--- src/rtl/redtree_pkg.sv ---
package redtree_pkg;

  // Live-lane counts up to 16 fit in five bits.
  localparam int CNT_W = 5;

  typedef struct packed {
    logic             load;    // capture all lanes
    logic             step;    // perform one reduction round
    logic             fold;    // live count is odd: lane 0 takes the stranded element
    logic             finish;  // this round leaves a single live lane
    logic [CNT_W-1:0] half;    // live count after this round
  } redCtl_t;

endpackage

--- src/rtl/redtree_ctrl.sv ---
module redtree_ctrl
  import redtree_pkg::*;
#(
  parameter int NUM_LANES = 10
) (
  input  logic    clk,
  input  logic    rstN,
  input  logic    start,
  output redCtl_t ctl,
  output logic    busy,
  output logic    done
);

  localparam logic [CNT_W-1:0] CNT_INIT = CNT_W'(NUM_LANES);
  localparam logic [CNT_W-1:0] CNT_ONE  = CNT_W'(1);

  logic [CNT_W-1:0] liveCnt;
  logic [CNT_W-1:0] nextHalf;
  logic             accept;
  logic             lastRound;

  assign accept    = start && !busy;
  assign nextHalf  = liveCnt >> 1;
  assign lastRound = busy && (nextHalf == CNT_ONE);

  always_comb begin
    ctl.load   = accept;
    ctl.step   = busy;
    ctl.fold   = busy && liveCnt[0];
    ctl.finish = lastRound;
    ctl.half   = nextHalf;
  end

  always_ff @(posedge clk) begin
    if (!rstN) begin
      busy    <= 1'b0;
      done    <= 1'b0;
      liveCnt <= '0;
    end else begin
      done <= 1'b0;
      if (accept) begin
        busy    <= 1'b1;
        liveCnt <= CNT_INIT;
      end else if (busy) begin
        liveCnt <= nextHalf;
        if (lastRound) begin
          busy <= 1'b0;
          done <= 1'b1;
        end
      end
    end
  end

endmodule

--- src/rtl/redtree_dp.sv ---
module redtree_dp
  import redtree_pkg::*;
#(
  parameter int NUM_LANES = 10,
  parameter int DATA_W    = 8
) (
  input  logic                        clk,
  input  logic                        rstN,
  input  redCtl_t                     ctl,
  input  logic [NUM_LANES*DATA_W-1:0] laneIn,
  output logic [DATA_W-1:0]           result
);

  logic [DATA_W-1:0] laneQ [NUM_LANES];
  logic [DATA_W-1:0] laneD [NUM_LANES];
  logic [DATA_W-1:0] resQ;

  // Next value of each lane for one round. Every term is read from
  // laneQ, so all lanes see the previous round's state (the barrier).
  for (genvar g = 0; g < NUM_LANES; g++) begin : gLane
    logic [DATA_W-1:0] partner;
    logic [DATA_W-1:0] stray;

    always_comb begin
      partner = '0;
      for (int j = 0; j < NUM_LANES; j++) begin
        if ((g < int'(ctl.half)) && (j == g + int'(ctl.half))) begin
          partner = laneQ[j];
        end
      end
    end

    if (g == 0) begin : gFold
      always_comb begin
        stray = '0;
        for (int j = 0; j < NUM_LANES; j++) begin
          if (ctl.fold && (j == 2 * int'(ctl.half))) begin
            stray = laneQ[j];
          end
        end
      end
    end else begin : gNoFold
      assign stray = '0;
    end

    assign laneD[g] = laneQ[g] + partner + stray;

    always_ff @(posedge clk) begin
      if (!rstN) begin
        laneQ[g] <= '0;
      end else if (ctl.load) begin
        laneQ[g] <= laneIn[g*DATA_W +: DATA_W];
      end else if (ctl.step) begin
        laneQ[g] <= laneD[g];
      end
    end
  end

  always_ff @(posedge clk) begin
    if (!rstN) begin
      resQ <= '0;
    end else if (ctl.finish) begin
      resQ <= laneD[0];
    end
  end

  assign result = resQ;

endmodule

--- src/rtl/tree_sum_reducer.sv ---
module tree_sum_reducer
  import redtree_pkg::*;
#(
  parameter int NUM_LANES = 10,
  parameter int DATA_W    = 8
) (
  input  logic                        clk,
  input  logic                        rstN,
  input  logic                        start,
  input  logic [NUM_LANES*DATA_W-1:0] laneIn,
  output logic                        busy,
  output logic                        done,
  output logic [DATA_W-1:0]           result
);

  redCtl_t ctl;

  redtree_ctrl #(.NUM_LANES(NUM_LANES)) ctrl_i (
    .clk  (clk),
    .rstN (rstN),
    .start(start),
    .ctl  (ctl),
    .busy (busy),
    .done (done)
  );

  redtree_dp #(.NUM_LANES(NUM_LANES), .DATA_W(DATA_W)) dp_i (
    .clk   (clk),
    .rstN  (rstN),
    .ctl   (ctl),
    .laneIn(laneIn),
    .result(result)
  );

endmodule

--- config.mk ---
export PLATFORM = sky130hd
export DESIGN_NAME = tree_sum_reducer
export DESIGN_NICKNAME = d
export VERILOG_FILES = /design/src/rtl/redtree_pkg.sv /design/src/rtl/redtree_ctrl.sv /design/src/rtl/redtree_dp.sv /design/src/rtl/tree_sum_reducer.sv
export SDC_FILE = /design/constraint.sdc
export NUM_CORES = 1
export LEC_CHECK = 0
export ABC_AREA = 1
export ABC_CLOCK_PERIOD_IN_PS = 5400
export BUFFER_PORTS_ARGS = -buffer_cell sky130_fd_sc_hd__buf_2
export CORE_AREA = 4 4 143 145
export DETAILED_ROUTE_END_ITERATION = 7
export DIE_AREA = 0 0 147 149
export PLACE_DENSITY_LB_ADDON = 0.2
export SYNTH_ARGS = -nofsm -noshare
export SYNTH_HDL_FRONTEND = slang
export SYNTH_SLANG_ARGS = --single-unit
--- constraint.sdc ---
create_clock -name clk -period 5.4 [get_ports clk]
set_input_delay 1.62 -clock clk [delete_from_list [all_inputs] [get_ports clk]]
set_output_delay 1.62 -clock clk [all_outputs]
set_load 0.005 [all_outputs]
=== Word-level counts from Yosys, hierarchy flattened ===
Memories as Yosys holds them, arrays and structs flattened.
Cells that the tools add are included.
Widths: inputs -> output; s select.

* RAM bits: 80
* Word-level logic and storage cells: 405
* Memories kept: 1
* Bits of input ports: 83
* Register bits after elaboration: 14

* $lt $le $gt $ge: 10
* Bitwise logic cells: 22
* Muxes and demuxes: 137
* Reduce and logical (&&, ||, !) cells: 121
* Add/sub/neg operators: 20
* Equal/unequal tests: 89

{| class="wikitable"
|+ Memory list
! name !! depth !! bits a word !! read ports !! clocked after memory_dff !! wr ports !! line !! RTL
|-
| dp_i.laneQ || 10 || 8 || 10 || 0 || 10 || redtree_dp.sv:14 || <nowiki>logic [DATA_W-1:0] laneQ [NUM_LANES];</nowiki>
|}

{| class="wikitable"
|+ Operators by type and width
! operator !! count
|-
| $eq 4x32->1 const A || 36
|-
| $mux 8 || 123
|-
| $eq 3x32->1 const A || 18
|-
| $eq 5x32->1 const A || 18
|-
| $logic_not 32->1 || 11
|-
| $eq 2x32->1 const A || 9
|-
| $logic_and 1x1->1 || 106
|-
| $add 8x8->8 || 11
|-
| $or 1x1->1 || 20
|-
| $add 3x3->4 const A || 4
|-
| $eq 3x3->1 const A || 4
|-
| $lt 3x3->1 const A || 4
|-
| $mux 1 || 12
|-
| $add 4x3->5 const A || 2
|-
| $add 2x3->4 const A || 2
|-
| $lt 4x3->1 const A || 2
|-
| $mux 4 || 2
|-
| $eq 2x3->1 const A || 2
|-
| $lt 1x3->1 const A || 2
|-
| $lt 2x3->1 const A || 2
|-
| $add 1x3->4 const A || 1
|-
| $eq 1x3->1 const A || 1
|-
| $eq 3x1->1 const B || 1
|-
| $reduce_or 3->1 || 1
|-
| other kinds (4) || 5
|}

=== Depth between registers and ports, before layout ===
Gate-level depths: netlist of run 1.

* Word-level depth: 15
* Gate-level depth with buffers: 30

=== Modules after synthesis ===
A second synthesis of run 1 with hierarchy kept.

* Cell total of the unflattened synthesis: 1717
* Area total of the unflattened synthesis: 11508.5 sq um

{| class="wikitable"
|+ By module, submodules not included
! module !! instances !! cells each !! sequential area each (sq um) !! area an instance (sq um)
|-
| redtree_dp || 1 || 1669 || 2562.5 || 11190.7
|-
| redtree_ctrl || 1 || 48 || 120.1 || 317.8
|}

=== Worst setup path after synthesis of run 1 ===
No wires, ideal clock.

* Path type: register to register
* Start: reg ctrl_i.liveCnt[3]
* End: mem dp_i.laneQ[0][7], data pin
* Stages on the path, launching flop included: 28
* Path buffers: 3
* Arrival: 3.875 ns
* Setup slack: 1.272 ns
* Setup time: 0.253 ns
* Cells stage by stage: dfxtp_1 buf_2 inv_2 buf_4 ha_1 nand2_1 nand2_1 clkbuf_1 o21ai_0 o22ai_1 o21ai_0 o211ai_1 nand2_1 fa_1 inv_1 ha_1 fa_1 nand4_1 nand3_1 nand2_1 nand2_1 nand3b_1 nand2_1 inv_1 nand2_1 nand2_1 nand2_1 nand2_1

{| class="wikitable"
|+ RTL lines
! element !! line !! RTL
|-
| from (decl) || redtree_ctrl.sv:17 || <nowiki>logic [CNT_W-1:0] liveCnt;</nowiki>
|-
| from (signal assigned) || redtree_ctrl.sv:45 || <nowiki>liveCnt <= nextHalf;</nowiki>
|-
| to (decl) || redtree_dp.sv:14 ||
|}

==> results.txt, run 1 <==
period utilization - 87.6%
FMAX - 0.211 GHz
Synth Area per Inst - 6.80 µm²
routed vias/inst - 6.20
combinational share of power - 28.3%
Synth Cell Area - 9520 µm²
Final GP Congestion - 1.09
DRC viols - 0
die area - 21900 µm²
final net count - 1632
drt total wl - 42400 µm
TritonCTS Buffers - 9
R2R Setup Slk - 0.67 ns
worst r2r src - ctrl_i.liveCnt[3]
Worst R2R Path Depth - 27
Max Cap Violations - 0
initial DRC count - 1589
width of the die - 147 µm
crit path from - ctrl_i.liveCnt[3]
register area share after synthesis - 28.2%
sequential share of power - 43.9%
CP Launch Type - flip-flop
vias in the first global route - 10.1k
Clock Latency Late Sink - 0.36 ns
Psw - 1.06 mW
hold depth - 2
Port Buffers - 92
Setup Skew - 0.00973 ns
synthesized instance count - 1400
maximum VDD drop - 0.000174 V
Clk pwr share - 27.8%
DR pass1 iterations - 7
Post-synth EDFFs - 80
yosys warns - 0
Cell Int Power - 1.50 mW
CTS root buffer - clkbuf_16
Synthesized Nets - 1554
Setup CP Type - flip-flop to flip-flop
maximum number of pins on one net before global-route repair - 39
Netlist cell types - 43
CTS tree - yes
Die Span Y - 149 µm
clk buf depth - 2
Worst Path Max Fanout - 16
r2r endpoint - dp_i.laneQ[0][7]
Clock Pin Slew Worst Setup and Hold Paths - 0.08 ns
Final Power - 2.56 mW
endpoints failing hold - 0
CP Data Required Time - 5.52 ns
Remaining Overflow, GRT - 0
Syn-to-layout area delta - 11.1%
fraction of layout cells with a size suffix above 1 - 9.98%
top_reg_cell synth - edfxtp_1
RSZ-0062 raised after global routing - no
Tot GR Track Use - 38.1%
initial antenna violation count - 0
critical path endpoint category - flip-flop
dpl cells - 1732
CTS resizes - 0
Detail Route Antenna Nets - 0
global-route wire length before repair - 62300 µm
IO Count - 93
Pins Over Slew Limit - 0
status - complete, no violations
Initial Util - 49.6%
Tmin final - 4.73 ns
WL/cell - 24.3 µm
Critical Path AT - 4.86 ns
worst min path class - flip-flop to flip-flop
LEAKAGE - 5.09 nW
clk sinks - 94
fin cells - 1749
worst slew pin tran - 1.07 ns
Slew HR - 28.4%
Switching Share - 41.5%
worst setup path end - dp_i.laneQ[0][7]
setup bufs post-CTS - 0
Power Density - 242 nW/µm²
CORE AREA - 19200 µm²
Synth Register Bits - 94
number of H-tree levels - 3
FFs w/ async S/R, synth - 0%
endpoints failing setup - 0
vias - 10.9k
row count - 51
setup TNS - 0 ns
hpwl dp - 33500 µm
cts hold-fix bufs - 0
[cells in the mapped netlist (2+ instances only)]
library cell / number / area, µm²
nand2_1: 350 / 1310
inv_1: 198 / 743
o21ai_0: 151 / 756
a21oi_1: 129 / 646
nor2_1: 99 / 372
edfxtp_1: 80 / 2400
nand3_1: 78 / 390
ha_1: 57 / 713
clkbuf_1: 27 / 101
a22o_1: 26 / 228
o22ai_1: 22 / 138
o221ai_1: 17 / 149
xor2_1: 16 / 140
dfxtp_1: 14 / 280
fa_1: 14 / 280
o211ai_1: 13 / 97.6
o2111ai_1: 12 / 105
a31oi_1: 8 / 50.1
nand4_1: 8 / 50.1
nor2_2: 8 / 50.1
inv_2: 7 / 26.3
o21ai_1: 7 / 35.0
a211oi_1: 6 / 45.0
a22oi_1: 6 / 45.0
a32o_1: 6 / 60.1
nand3b_1: 5 / 37.5
buf_1: 4 / 15.0
nand2_2: 4 / 25.0
o21bai_1: 4 / 30.0
or2_0: 4 / 25.0
buf_2: 3 / 15.0
nor2_4: 3 / 33.8
buf_4: 2 / 15.0
nor3_2: 2 / 20.0
xnor2_1: 2 / 17.5
[sequential cells by signal, summed over array words and instances (netlist names)]
register	flops
ctrl_i.liveCnt	4
dp_i.result	8
dp_i.laneQ	80
ctrl_i.done	1
ctrl_i.busy	1
[worst max-delay path: stages (launching register included)]
cell and delay [ns]:
dfxtp_1 0.60, inv_2 0.27, ha_1 0.35, nor2_2 0.26, nand2_1 0.22, inv_1 0.16
nand2_1 0.06, nand2_1 0.08, nor2_1 0.06, o22ai_1 0.10, o21ai_0 0.10, o211ai_1 0.09
nand2_1 0.09, fa_1 0.51, inv_1 0.04, ha_1 0.21, fa_1 0.43, nand4_1 0.13
nand3_1 0.08, nand2_1 0.06, nand2_1 0.05, nand3b_1 0.15, nand2_1 0.08, inv_1 0.04
nand2_1 0.07, nand2_1 0.05, nand2_1 0.06, nand2_1 0.05
[how the worst min path moves through the flow]
| stage | to | from |
|---|---|---|
| after detailed placement | dp_i.result[0] | dp_i.result[0] |
| after global placement | dp_i.result[2] | dp_i.result[2] |
| after CTS | dp_i.result[0] | dp_i.result[0] |
| after global routing | dp_i.result[3] | dp_i.result[3] |
| final | dp_i.result[0] | dp_i.result[0] |
| after floorplan | ctrl_i.liveCnt[0] | ctrl_i.liveCnt[0] |
[per-layer routing]
layer	track usage, %	routed length (µm)	vias to the layer above
met1	51.8	17200	5028
met4	19.8	2570	0
met5	0	0	-
met2	56.0	17400	716
met3	9.78	5280	154
li1	-	-	4952
[layout make-up]
class                           instances  area [µm²]
Inverter                              207         779
Timing Repair Buffer                  103         543
Multi-Input combinational cell       1063        5920
Tap cell                              265         332
Clock buffer                            9         225
Clock inverter                          7        86.3
Sequential cell                        94        2680
Antenna cell                            1        2.50
Fill cell                            1930        8640
[logic make-up after synthesis]
kind of cell    Yosys count  synth area share [%]
compound gates          411                  25.4
xor+xnor                 18                  1.66
fa+ha+maj                71                  10.4
buf+inv                 243                  9.73
flops                    94                  28.2
simple gates            563                  24.6
[cell usage in the layout (no fill, tap or decap), drive strengths merged, types with 5 or more instances in the layout]
cell	synthesis	routed
nand2	354	354
inv	206	211
o21ai	158	158
a21oi	129	129
nor2	110	110
buf	9	103
edfxtp	80	80
nand3	78	78
ha	57	57
a22o	26	26
o22ai	22	22
o221ai	17	17
xor2	16	16
fa	14	14
dfxtp	14	14
o211ai	13	13
o2111ai	12	12
clkbuf	27	9
a31oi	8	8
nand4	8	8
a211oi	6	6
a32o	6	6
a22oi	6	6
nand3b	5	5
[metrics by stage]
stage	utilization [%]	hold WS, ns	setup WS [ns]	cell area, µm²
floorplan	-	0.499	1.27	9520
global placement	53.4	0.490	0.889	10300
detailed placement	53.4	0.511	0.761	10300
CTS	55.0	0.535	0.742	10600
global route	55.0	0.580	0.276	10600
finish	55.0	0.535	0.668	10600
[power by group through the flow]
stage                     clock, mW  combinational (mW)  sequential, mW
after floorplan                   0               0.469           0.984
after global placement            0               0.690            1.11
after detailed placement          0               0.700            1.11
after CTS                     0.714               0.703            1.10
after global routing          0.753               0.791            1.11
final                         0.711               0.724            1.12
Power figures use the tool's default switching activity.
==> run 2, diff against run 1 <==
- BUFFER_PORTS_ARGS: -buffer_cell sky130_fd_sc_hd__buf_2 -> -buffer_cell sky130_fd_sc_hd__clkbuf_2
==> results.txt, run 2 (synthesized netlist as in run 1, its figures left out) <==
endpoints failing hold - 0 (unchanged)
clk sinks - 94 (unchanged)
CP Launch Type - flip-flop (unchanged)
maximum VDD drop - 0.000185 V (was 0.000174 V)
Setup CP Type - flip-flop to flip-flop (unchanged)
Slew HR - 28.9% (was 28.4%)
commonest cells after routing, fill and taps aside - nand2_1 (349), inv_1 (197), o21ai_0 (151) (unchanged)
Detail Route Antenna Nets - 0 (unchanged)
drt total wl - 42500 µm (was 42400 µm)
Setup Skew - 0.0141 ns (was 0.00973 ns)
initial antenna violation count - 3 (was 0)
Worst Path Max Fanout - 16 (unchanged)
worst min path class - flip-flop to flip-flop (unchanged)
critical path endpoint category - flip-flop (unchanged)
maximum number of pins on one net before global-route repair - 58 (was 39)
Die Span Y - 149 µm (unchanged)
Bufs and invs on worst path - 4 (unchanged)
clk buf depth - 2 (unchanged)
global-route wire length before repair - 62900 µm (was 62300 µm)
setup bufs post-CTS - 0 (unchanged)
n_diodes - 0 (was 1)
fraction of layout cells with a size suffix above 1 - 9.98% (unchanged)
fin cells - 1748 (was 1749)
Finished Cell Area - 10600 µm² (about the same)
CTS tree - yes (unchanged)
Critical Path AT - 4.89 ns (was 4.86 ns)
Clock Pin Slew Worst Setup and Hold Paths - 0.08 ns (about the same)
Final Util - 55.0% (about the same)
cts hold-fix bufs - 0 (unchanged)
Tot GR Track Use - 38.5% (was 38.1%)
hold slack - 0.525 ns (was 0.535 ns)
TritonCTS Buffers - 9 (unchanged)
DR pass1 iterations - 6 (was 7)
LEAKAGE - 5.10 nW (was 5.09 nW)
hold depth - 2 (unchanged)
setup TNS - 0 ns (unchanged)
dpl ws - 0.768 ns (was 0.761 ns)
IO Count - 93 (unchanged)
RSZ-0062 raised after global routing - no (unchanged)
vias in the first global route - 10.1k (about the same)
Power Density - 239 nW/µm² (was 242 nW/µm²)
CORE AREA - 19200 µm² (unchanged)
Slowest-stage cell, CP - dfxtp_1 (unchanged)
Top reg by flops - dp_i.laneQ (unchanged)
number of H-tree levels - 3 (unchanged)
max reg flops - 80 (unchanged)
DRC viols - 0 (unchanged)
CP Depth - 27 (unchanged)
final net count - 1632 (unchanged)
Max Cap Violations - 0 (unchanged)
Filler cells - 1922 (was 1930)
commonest non-fill, non-tap cell in the layout - nand2_1 (unchanged)
Critical Path Max Stage Delay - 0.60 ns (about the same)
WL/cell - 24.3 µm (about the same)
Tmin final - 4.76 ns (was 4.73 ns)
routed vias/inst - 6.16 (was 6.20)
FMAX - 0.210 GHz (was 0.211 GHz)
initial DRC count - 1831 (was 1589)
CTS resizes - 0 (unchanged)
status - complete, no violations (unchanged)
DP Area - 10300 µm² (unchanged)
worst setup margin - 0.639 ns (was 0.668 ns)
Clock Latency Late Sink - 0.37 ns (was 0.36 ns)
Initial Util - 49.6% (unchanged)
Largest delay share family, worst path - simple AND/OR/NAND/NOR gates (unchanged)
Remaining Overflow, GRT - 0 (unchanged)
CTS root buffer - clkbuf_16 (unchanged)
endpoints failing setup - 0 (unchanged)
Final Power - 2.52 mW (was 2.56 mW)
period utilization - 88.2% (was 87.6%)
worst slew pin tran - 1.06 ns (was 1.07 ns)
vias - 10.8k (was 10.9k)
row count - 51 (unchanged)
Pins Over Slew Limit - 0 (unchanged)
dpl cells - 1732 (unchanged)
Top cell by count, worst path - nand2_1 (unchanged)
die area - 21900 µm² (unchanged)
Syn-to-layout area delta - 10.9% (was 11.1%)
CP Data Required Time - 5.53 ns (was 5.52 ns)
Worst R2R Path Depth - 27 (unchanged)
width of the die - 147 µm (unchanged)
Port Buffers - 92 (unchanged)
Final GP Congestion - 1.11 (was 1.09)
hpwl dp - 33100 µm (was 33500 µm)
==> run 2: cell types whose count changed in the layout (fill, tap and decap cells not counted) <==
cell / delta
clkinv_4: +2
clkbuf_2: +92
bufinv_16: -1
diode_2: -1
clkinvlp_4: -1
inv_8: +1
buf_2: -92
inv_6: -2
clkinv_8: +1
==> run 2: per-layer routing <==
layer	global-route usage (%)	vias to the layer above	wire length, µm	share of wire [%]
li1	-	4955	-	-
met1	53.1	4952	17600	41
met4	15.8	6	2080	4.9
met2	56.5	692	17600	41
met5	0	-	35	0.082
met3	11.5	154	5270	12
==> run 2: final timing paths <==
check | startpoint | endpoint | slack (ns)
worst max-delay path | ctrl_i.liveCnt[3] | dp_i.laneQ[0][7] | 0.64
worst min register to register | dp_i.result[0] | dp_i.result[0] | 0.52
worst max register to register | ctrl_i.liveCnt[3] | dp_i.laneQ[0][7] | 0.64
worst min-delay path | dp_i.result[0] | dp_i.result[0] | 0.52
==> run 2: worst reg2reg max path: stages, from the launching register on <==
cell,delay (ns)
dfxtp_1,0.60
inv_2,0.27
ha_1,0.35
nor2_2,0.30
nand2_1,0.23
inv_1,0.16
nand2_1,0.06
nand2_1,0.07
nor2_1,0.05
o22ai_1,0.09
o21ai_0,0.10
o211ai_1,0.10
nand2_1,0.09
fa_1,0.50
inv_1,0.04
ha_1,0.22
fa_1,0.44
nand4_1,0.14
nand3_1,0.08
nand2_1,0.06
nand2_1,0.06
nand3b_1,0.16
nand2_1,0.09
inv_1,0.04
nand2_1,0.07
nand2_1,0.05
nand2_1,0.06
nand2_1,0.06
==> run 2: final cells by class <==
class	instances	area, µm²	area share [%]
Inverter	207	779	7.38
Timing Repair Buffer	103	543	5.14
Tap cell	265	332	3.14
Multi-Input combinational cell	1063	5920	56.1
Sequential cell	94	2680	25.4
Clock buffer	9	225	2.13
Clock inverter	7	76.3	0.723
==> run 2: where the power goes <==
part           internal [mW]  switching (mW)  total, mW
Combinational          0.226           0.495      0.721
Clock                  0.331           0.351      0.681
Sequential             0.897           0.222       1.12
